$ cat src/rtl/alu8_pkg.sv
package alu8_pkg;

  typedef enum logic [4:0] {
    OP_LDB     = 5'd0,
    OP_MOVA    = 5'd1,
    OP_MOVSP   = 5'd2,
    OP_AND     = 5'd3,
    OP_OR      = 5'd4,
    OP_XOR     = 5'd5,
    OP_ADC     = 5'd6,
    OP_SBC     = 5'd7,
    OP_CMP     = 5'd8,
    OP_BIT     = 5'd9,
    OP_SHL     = 5'd10,
    OP_SHR     = 5'd11,
    OP_ROL     = 5'd12,
    OP_ROR     = 5'd13,
    OP_INC     = 5'd14,
    OP_DEC     = 5'd15,
    OP_CLC     = 5'd16,
    OP_SEC     = 5'd17,
    OP_CLI     = 5'd18,
    OP_SEI     = 5'd19,
    OP_CLD     = 5'd20,
    OP_SED     = 5'd21,
    OP_CLV     = 5'd22,
    OP_RESTORE = 5'd23
  } alu_op_e;

  // Member order fixes the packed status layout: c is bit 0, n is bit 7.
  typedef struct packed {
    logic n;
    logic v;
    logic u;
    logic b;
    logic d;
    logic i;
    logic z;
    logic c;
  } flags_t;

endpackage

$ cat src/rtl/alu8_addsub.sv
module alu8_addsub #(
  parameter int WIDTH = 8
) (
  input  logic [WIDTH-1:0] a_i,
  input  logic [WIDTH-1:0] b_i,
  input  logic             sub_i,
  input  logic             cin_i,
  output logic [WIDTH-1:0] sum_o,
  output logic             cout_o,
  output logic             ovf_o
);
  localparam int MSB = WIDTH - 1;

  logic [WIDTH-1:0] b_eff;
  logic [WIDTH:0]   full;

  // Subtraction adds the inverted operand; the carry then acts as "no borrow".
  always_comb begin
    b_eff  = sub_i ? ~b_i : b_i;
    full   = {1'b0, a_i} + {1'b0, b_eff} + {{WIDTH{1'b0}}, cin_i};
    sum_o  = full[MSB:0];
    cout_o = full[WIDTH];
    ovf_o  = (a_i[MSB] == b_eff[MSB]) && (sum_o[MSB] != a_i[MSB]);
  end
endmodule

$ cat src/rtl/alu8_shift.sv
module alu8_shift #(
  parameter int WIDTH = 8
) (
  input  logic [WIDTH-1:0] a_i,
  input  logic             right_i,
  input  logic             fill_i,
  output logic [WIDTH-1:0] res_o,
  output logic             cout_o
);
  localparam int MSB = WIDTH - 1;

  always_comb begin
    if (right_i) begin
      res_o  = {fill_i, a_i[MSB:1]};
      cout_o = a_i[0];
    end else begin
      res_o  = {a_i[MSB-1:0], fill_i};
      cout_o = a_i[MSB];
    end
  end
endmodule

$ cat src/rtl/alu8_flagreg.sv
module alu8_flagreg #(
  parameter int         WIDTH     = 8,
  parameter logic [7:0] RESET_VAL = 8'h24
) (
  input  logic             clk,
  input  logic             rst_n,
  input  logic             we_i,
  input  logic [WIDTH-1:0] d_i,
  output logic [WIDTH-1:0] q_o
);
  logic             rst_meta;
  logic             rst_sync;
  logic [WIDTH-1:0] q_r;
  logic [WIDTH-1:0] q_nx;

  // Reset asserts at once and releases two clock edges after rst_n rises.
  always_ff @(posedge clk or negedge rst_n) begin
    if (!rst_n) begin
      rst_meta <= 1'b0;
      rst_sync <= 1'b0;
    end else begin
      rst_meta <= 1'b1;
      rst_sync <= rst_meta;
    end
  end

  always_comb begin
    q_nx = q_r;
    if (we_i) q_nx = d_i;
  end

  always_ff @(posedge clk or negedge rst_sync) begin
    if (!rst_sync) q_r <= RESET_VAL[WIDTH-1:0];
    else           q_r <= q_nx;
  end

  assign q_o = q_r;

  p_flag_hold_r9: assert property (@(posedge clk) disable iff (!rst_sync)
    !we_i |=> $stable(q_o));

  p_flag_load_r9: assert property (@(posedge clk) disable iff (!rst_sync)
    we_i |=> (q_o == $past(d_i)));
endmodule

$ cat src/rtl/alu8_status.sv
module alu8_status (
  input  logic       clk,
  input  logic       rst_n,
  input  logic [4:0] op_i,
  input  logic [7:0] opa_i,
  input  logic [7:0] opb_i,
  input  logic       flag_we_i,
  output logic [7:0] result_o,
  output logic       res_we_o,
  output logic [7:0] flags_nx_o,
  output logic [7:0] status_o
);
  import alu8_pkg::*;

  localparam int         DW        = 8;
  localparam int         MSB       = DW - 1;
  localparam logic [7:0] RESET_VAL = 8'h24;

  alu_op_e          op;
  flags_t           fl;
  flags_t           fl_nx;
  logic [DW-1:0]    res;
  logic             res_we;

  logic [DW-1:0]    as_sum;
  logic             as_cout;
  logic             as_ovf;
  logic             as_sub;
  logic             as_cin;
  logic [DW-1:0]    sh_res;
  logic             sh_cout;
  logic             sh_right;
  logic             sh_fill;
  logic [DW-1:0]    status_q;

  assign op = alu_op_e'(op_i);
  assign fl = flags_t'(status_q);

  // Compare is a subtract with forced carry-in of one.
  assign as_sub   = (op != OP_ADC);
  assign as_cin   = (op == OP_CMP) ? 1'b1 : fl.c;
  assign sh_right = (op == OP_SHR) || (op == OP_ROR);
  assign sh_fill  = ((op == OP_ROL) || (op == OP_ROR)) ? fl.c : 1'b0;

  alu8_addsub #(.WIDTH(DW)) u_addsub (
    .a_i    (opa_i),
    .b_i    (opb_i),
    .sub_i  (as_sub),
    .cin_i  (as_cin),
    .sum_o  (as_sum),
    .cout_o (as_cout),
    .ovf_o  (as_ovf)
  );

  alu8_shift #(.WIDTH(DW)) u_shift (
    .a_i     (opa_i),
    .right_i (sh_right),
    .fill_i  (sh_fill),
    .res_o   (sh_res),
    .cout_o  (sh_cout)
  );

  always_comb begin
    res    = opa_i;
    res_we = 1'b0;
    fl_nx  = fl;
    case (op)
      OP_LDB:   begin res = opb_i; res_we = 1'b1; end
      OP_MOVA:  begin res = opa_i; res_we = 1'b1; end
      OP_MOVSP: begin res = opa_i; res_we = 1'b1; end
      OP_AND:   begin res = opa_i & opb_i; res_we = 1'b1; end
      OP_OR:    begin res = opa_i | opb_i; res_we = 1'b1; end
      OP_XOR:   begin res = opa_i ^ opb_i; res_we = 1'b1; end
      OP_INC:   begin res = opa_i + 8'd1; res_we = 1'b1; end
      OP_DEC:   begin res = opa_i - 8'd1; res_we = 1'b1; end
      OP_ADC, OP_SBC: begin
        res = as_sum; res_we = 1'b1;
        fl_nx.c = as_cout;
        fl_nx.v = as_ovf;
      end
      OP_CMP: begin res = as_sum; fl_nx.c = as_cout; end
      OP_SHL, OP_SHR, OP_ROL, OP_ROR: begin
        res = sh_res; res_we = 1'b1;
        fl_nx.c = sh_cout;
      end
      OP_BIT: begin
        res     = opa_i & opb_i;
        fl_nx.v = opb_i[MSB-1];
      end
      OP_CLC: fl_nx.c = 1'b0;
      OP_SEC: fl_nx.c = 1'b1;
      OP_CLI: fl_nx.i = 1'b0;
      OP_SEI: fl_nx.i = 1'b1;
      OP_CLD: fl_nx.d = 1'b0;
      OP_SED: fl_nx.d = 1'b1;
      OP_CLV: fl_nx.v = 1'b0;
      OP_RESTORE: fl_nx = flags_t'(opb_i);
      default: ;
    endcase

    // Zero and negative: every op that forms a value, bar the stack transfer.
    case (op)
      OP_LDB, OP_MOVA, OP_AND, OP_OR, OP_XOR, OP_INC, OP_DEC,
      OP_ADC, OP_SBC, OP_CMP, OP_SHL, OP_SHR, OP_ROL, OP_ROR: begin
        fl_nx.z = (res == '0);
        fl_nx.n = res[MSB];
      end
      OP_BIT: begin
        fl_nx.z = (res == '0);
        fl_nx.n = opb_i[MSB];
      end
      default: ;
    endcase
  end

  alu8_flagreg #(.WIDTH(DW), .RESET_VAL(RESET_VAL)) u_flags (
    .clk   (clk),
    .rst_n (rst_n),
    .we_i  (flag_we_i),
    .d_i   (fl_nx),
    .q_o   (status_q)
  );

  assign result_o   = res;
  assign res_we_o   = res_we;
  assign flags_nx_o = fl_nx;
  assign status_o   = status_q;

  p_add_no_overflow_r1: assert property (@(posedge clk) disable iff (!rst_n)
    (op_i == 5'd6 && opa_i[7] != opb_i[7]) |-> !flags_nx_o[6]);

  p_sub_no_overflow_r2: assert property (@(posedge clk) disable iff (!rst_n)
    (op_i == 5'd7 && opa_i[7] == opb_i[7]) |-> !flags_nx_o[6]);

  p_cmp_no_write_r3: assert property (@(posedge clk) disable iff (!rst_n)
    (op_i == 5'd8) |-> (!res_we_o && flags_nx_o[0] == (opa_i >= opb_i)));

  p_bit_copy_r4: assert property (@(posedge clk) disable iff (!rst_n)
    (op_i == 5'd9) |-> (flags_nx_o[7:6] == opb_i[7:6] && !res_we_o));

  p_sp_keeps_flags_r6: assert property (@(posedge clk) disable iff (!rst_n)
    (op_i == 5'd2) |-> (flags_nx_o == status_o && result_o == opa_i));

  p_spare_ops_idle_r11: assert property (@(posedge clk) disable iff (!rst_n)
    (op_i >= 5'd24) |-> (!res_we_o && flags_nx_o == status_o));
endmodule

$ cat config.mk
export PLATFORM = sky130hd
export DESIGN_NAME = alu8_status
export DESIGN_NICKNAME = d
export VERILOG_FILES = /design/src/rtl/alu8_pkg.sv /design/src/rtl/alu8_addsub.sv /design/src/rtl/alu8_shift.sv /design/src/rtl/alu8_flagreg.sv /design/src/rtl/alu8_status.sv
export SDC_FILE = /design/constraint.sdc
export NUM_CORES = 1
export LEC_CHECK = 0
export ABC_AREA = 1
export BUFFER_PORTS_ARGS = -buffer_cell sky130_fd_sc_hd__buf_2
export CAP_MARGIN = 20
export CORE_MARGIN = 2
export CORE_UTILIZATION = 57
export CTS_CLUSTER_DIAMETER = 60
export DETAILED_ROUTE_END_ITERATION = 12
export GPL_TIMING_DRIVEN = 0
export HOLD_SLACK_MARGIN = 0.05
export PLACE_DENSITY = 0.87
export SLEW_MARGIN = 25
export SYNTH_ARGS = -nofsm -noshare
export SYNTH_HDL_FRONTEND = slang
export SYNTH_SLANG_ARGS = --single-unit
$ cat constraint.sdc
create_clock -name clk -period 5.3 [get_ports clk]
set_input_delay 1.06 -clock clk [delete_from_list [all_inputs] [get_ports clk]]
set_output_delay 1.06 -clock clk [all_outputs]
set_load 0.03 [all_outputs]
# --- Word-level counts from Yosys, hierarchy flattened ---
# Cells that the tools add are included.
op_classes:
  n_addsub: 4
  eq_ne: 26
  muxes: 16
  bitwise_logic: 4
  reduce_logical: 13
ops:
  columns: ["cell", "n"]
  rows:
  - ["case mux 8 bit (8 select lines)", 1]
  - ["== test 5 x 4 -> 1 bit, second input constant", 8]
  - ["== test 5 bit, second input constant", 8]
  - ["OR reduction 14 bit", 2]
  - ["== test 5 x 3 -> 1 bit, second input constant", 4]
  - ["2-to-1 mux 8 bit", 2]
  - ["OR reduction 15 bit", 1]
  - ["== test 5 x 2 -> 1 bit, second input constant", 2]
  - ["adder 8 x 8 -> 9 bit", 1]
  - ["adder 9 x 1 -> 9 bit", 1]
  - ["case mux 1 bit (3 select lines)", 3]
  - ["adder 8 x 1 -> 8 bit, second input constant", 1]
  - ["AND 8 bit", 1]
  - ["zero test 8 bit", 1]
  - ["inverter 8 bit", 1]
  - ["OR 8 bit", 1]
  - ["subtractor 8 x 1 -> 8 bit, second input constant", 1]
  - ["XOR 8 bit", 1]
  - ["2-to-1 mux 1 bit", 7]
  - ["OR reduction 2 bit", 3]
  - ["== test 5 x 1 -> 1 bit, second input constant", 1]
  - ["zero test 5 bit", 1]
  - ["!= test 5 x 3 -> 1 bit, second input constant", 1]
  - ["case mux 1 bit (5 select lines)", 1]
  - ["other kinds (8)", 9]
totals:
  ff_bits: 10
  in_bits: 24

# --- Longest topological paths before layout ---
logic_depth:
  depth_word: 7
  depth_mapped: 23
  depth_no_buf: 22

# --- Modules after synthesis ---
# A second synthesis with hierarchy kept.
unflattened:
  hier_cells: 440
  area_unflattened_um2: 2533.7
by_module_without_submodules:
  columns: ["module", "instances", "cells_per_inst", "area_each_um2", "seq_area_each_um2"]
  rows:
  - ["alu8_status", 1, 302, 1595.3, 0.0]
  - ["alu8_addsub", 1, 72, 460.4, 0.0]
  - ["alu8_flagreg", 1, 37, 361.6, 252.7]
  - ["alu8_shift", 1, 29, 116.4, 0.0]

# --- Least setup slack after synthesis ---
# No wires, ideal clock.
synth_timing:
  path_type: "input-to-output"
  startpoint: "input port op_i[4]"
  endpoint: "output port flags_nx_o[1]"
  t_arrival_ns: 3.889
  required_ns: 4.240
  slack_ns: 0.351
  path_stages: 20
  path_cell_list: "clkbuf_4 > inv_2 > buf_2 > nand2_1 > nor2_2 > xor2_1 > inv_1 > fa_1 > inv_1 > fa_1 > inv_1 > nand3_1 > nand3b_1 > nand3_1 > o21ai_1 > nor2_2 > nand3_2 > nor2_1 > nand4_1 > nand2_2"
synth_via:
  elab_chain_cells: 7
synth_rtl:
  columns: ["element", "line_no", "rtl"]
  rows:
  - ["from (decl)", "alu8_status.sv:4", "input logic [4:0] op_i,"]
  - ["!= test 5 x 3 -> 1 bit", "alu8_status.sv:40", "assign as_sub = (op != OP_ADC);"]
  - ["2-to-1 mux 8 bit", "alu8_addsub.sv:19", "b_eff = sub_i ? ~b_i : b_i;"]
  - ["adder 8 x 8 -> 9 bit", "alu8_addsub.sv:20", "full = {1'b0, a_i} + {1'b0, b_eff} + {{WIDTH{1'b0}}, cin_i};"]
  - ["adder 9 x 1 -> 9 bit", "alu8_addsub.sv:20", null]
  - ["case mux 8 bit (8 select lines) (*)", "alu8_status.sv:67", "case (op)"]
  - ["named net result_o[4]", "alu8_status.sv:8", "output logic [7:0] result_o,"]
  - ["zero test 8 bit (*)", "alu8_status.sv:105, alu8_status.sv:109", null]
  - ["2-to-1 mux 1 bit (*)", null, null]
  - ["to (decl)", "alu8_status.sv:10", "output logic [7:0] flags_nx_o,"]
# The timed path passes the listed nets; every way through them passes the cells marked *.

# --- Final worst setup path ---
layout_timing:
  startpoint: "input port op_i[4]"
  endpoint: "output port flags_nx_o[0]"
layout_via:
  elab_chain_cells: 5
layout_rtl:
  columns: ["element", "line_no"]
  rows:
  - ["!= test 5 x 3 -> 1 bit", "alu8_status.sv:40"]
  - ["2-to-1 mux 8 bit", "alu8_addsub.sv:19"]
  - ["adder 8 x 8 -> 9 bit", "alu8_addsub.sv:20"]
  - ["adder 9 x 1 -> 9 bit", "alu8_addsub.sv:20"]
  - ["case mux 1 bit (5 select lines) (*)", "alu8_status.sv:67"]
# Mark *: on every way between the ends. The rest lies on a longest branch, timed or not.

==> metrics.csv <==
metric,value,unit
relSlewSlack,0.430,
maxCapViolCount,0,
fmax,193,MHz
grt.total_usage,0.318,
worst_slew_pin_slew,852,ps
die_y,70.9,um
syn_avg_cell_area,5.93,um^2
grt_pass1_vias,2747,
first_iter_violations,403,
syn_to_final_growth,15.2,%
yosysSeqAreaShare,0.0990,
vias_per_cell,5.68,
io-pin-count,49,
final_common_cell,nand2_1,
fp-row-count,24,
antenna_cells,0,
arrival,4110,ps
cts_sinks,10,
gp_congestion,0.977,
antenna_found_initial,0,
cp_cell_sequence,clkbuf_4 > inv_2 > buf_4 > nand2_1 > nor2_4 > buf_4 > xor2_1 > inv_1 > ha_1 > a21oi_1 > or2_2 > nand3_1 > nand2_1 > a21oi_1 > o21ai_0 > o2111ai_1 > buf_2,
cp_top_family,buffers and inverters,
finClkSkew,7.02,ps
hp-class,flip-flop to asynchronous set/reset pin,
vdd_drop_max,0.158,mV
hold_buffers,0,
setup_ws,129,ps
dieArea,5030,um^2
synth_top_area_cell,nand2_1,
nFillCells,410,
yosysWarnings,0,
drtPass1Iterations,5,
grt_pass1_wl,12800,um
p_per_area,173,nW/um^2
syn-num-nets,487,
final-hold-violation-count,0,
startpoint_type,primary input,
cts_made_buffers,3,
multi_input_area,1990,um^2
worstPathMaxFanout,10,
h-tree-depth,1,
status,"complete, no violations",
synth.distinct_cells,41,
port_buffers,46,
total_leakage_power,1.71,nW
final_cell_mix,"nand2_1, inv_1, nand3_1",
coreArea,4320,um^2
ys_ff_latch,10,
overflow,0,
setup_viol_count_final,0,
synth_top_area_frac,0.182,
post-route-period-util,0.976,
synth_top_cells_by_area,"nand2_1, ha_1, inv_1",
drv_slew,0,
fin_nets,542,
grt_max_degree,11,
critPathMaxStageDelay,350,ps
clk_root_buffer_cell,clkbuf_8,
hpwl,6390,um
critical-path-slowest-cell,ha_1,
critPathCaptureType,output pin,
regArea,253,um^2
antenna_left,0,
die_w,70.9,um
total_power,0.509,mW
drive_above_1_share,0.206,
vias,3052,
clk_pin_slew,60,ps
cts_tree,built,
critPathBufInv,6,
wl_per_cell,14.8,um
clock_latency,250,ps
syn-cell-area,2550,um^2
initial_core_util,0.591,
drc,0,
cp.required,4240,ps
min_period,5170,ps
clock_path_buffers,2,
post-place-ws,-154,ps
path_class,primary input to output pin,
syn-instance-count,431,
wirelength,7940,um
## worst paths after layout
kind,to,slack (ps),start,cells past startpoint
max in group asynchronous,u_flags.rst_sync,4610,rst_n,1
max reg2reg,u_flags.q_o[0],2680,u_flags.q_o[0],14
max,flags_nx_o[0],130,op_i[4],17
min,u_flags.q_o[6],130,u_flags.rst_sync,0
min reg2reg,u_flags.q_o[6],130,u_flags.rst_sync,0
min in group clk,u_flags.rst_sync,360,u_flags.rst_meta,0
## worst reg2reg max path, cell delays in order, from the launching register on
cell and delay, ps:
dfrtp_1 430, inv_1 90, nand2_1 110, fa_1 420
inv_1 80, fa_1 200, inv_1 90, nand4_1 120
nand3_1 90, nand2_1 90, a21oi_1 70, o21ai_0 300
o2111ai_1 230, nand2_1 100, o21ai_0 70
## power breakdown
group          leakage, nW  switching (mW)  internal, mW  total (mW)
clock network       0.0288          0.0346        0.0656       0.100
logic                 1.56           0.215        0.0953       0.310
registers            0.119         0.00945        0.0895      0.0990
## final cells by class
class | count | share of cell area
multi-input cells | 343 | 0.676
inverters | 73 | 0.0932
repair buffers | 50 | 0.0885
flip-flops and latches | 10 | 0.0859
well taps | 52 | 0.0221
clock buffers | 4 | 0.0187
plain buffers | 5 | 0.0153
## routing by layer
layer	track usage	vias up	part of all wire
li1	-	1503	-
met1	0.449	1378	0.43
met2	0.499	149	0.45
met3	0.0456	22	0.089
met4	0.105	0	0.025
met5	0	-	0
## cells by family after synthesis
family,after synthesis,synth area share
AO/OA/AOI/OAI,46,0.106
XOR/XNOR,11,0.0377
adder cells (fa/ha/maj),32,0.166
buffers and inverters,78,0.124
flip-flops,10,0.0990
other,1,0.00147
AND/OR/NAND/NOR,253,0.466
## Yosys cell counts, drive strengths merged
cell type / number
clkbuf: 2
o22ai: 1
o311ai: 1
a32oi: 1
nand3: 52
ha: 29
nor2: 49
nand3b: 4
a21boi: 1
or2: 3
nor3: 2
o21ai: 17
dfstp: 2
a41oi: 1
o2111ai: 2
buf: 3
o211ai: 4
inv: 73
conb: 1
nand4: 12
a31oi: 3
dfrtp: 8
a21oi: 14
nor4: 1
xor2: 9
o2bb2ai: 1
nand2: 130
fa: 3
xnor2: 2
## registers in the layout (all words and copies together), names as in the netlist
register and count:
u_flags.rst_sync 1, u_flags.q_o 8, u_flags.rst_meta 1
## repair_timing
item / in CTS / in global routing
pin swaps: 0 / 1
buffers inserted: 0 / 4
gates resized for setup: 1 / 2
setup endpoints to repair: 2 / 2
## stage by stage
stage / utilization / std cells / instance area, um^2 / TNS [ps] / hold WS, ps
finish: 0.680 / 537 / 2940 / 0 / 133
global route: 0.680 / 537 / 2940 / -13.8 / 187
CTS: 0.673 / 533 / 2910 / 0 / 146
detailed placement: 0.659 / 529 / 2850 / -272 / 145
global placement: 0.659 / 529 / 2850 / -73.2 / 138
floorplan: - / 431 / 2550 / 0 / 93.1
(Power assumes the default switching activity.)
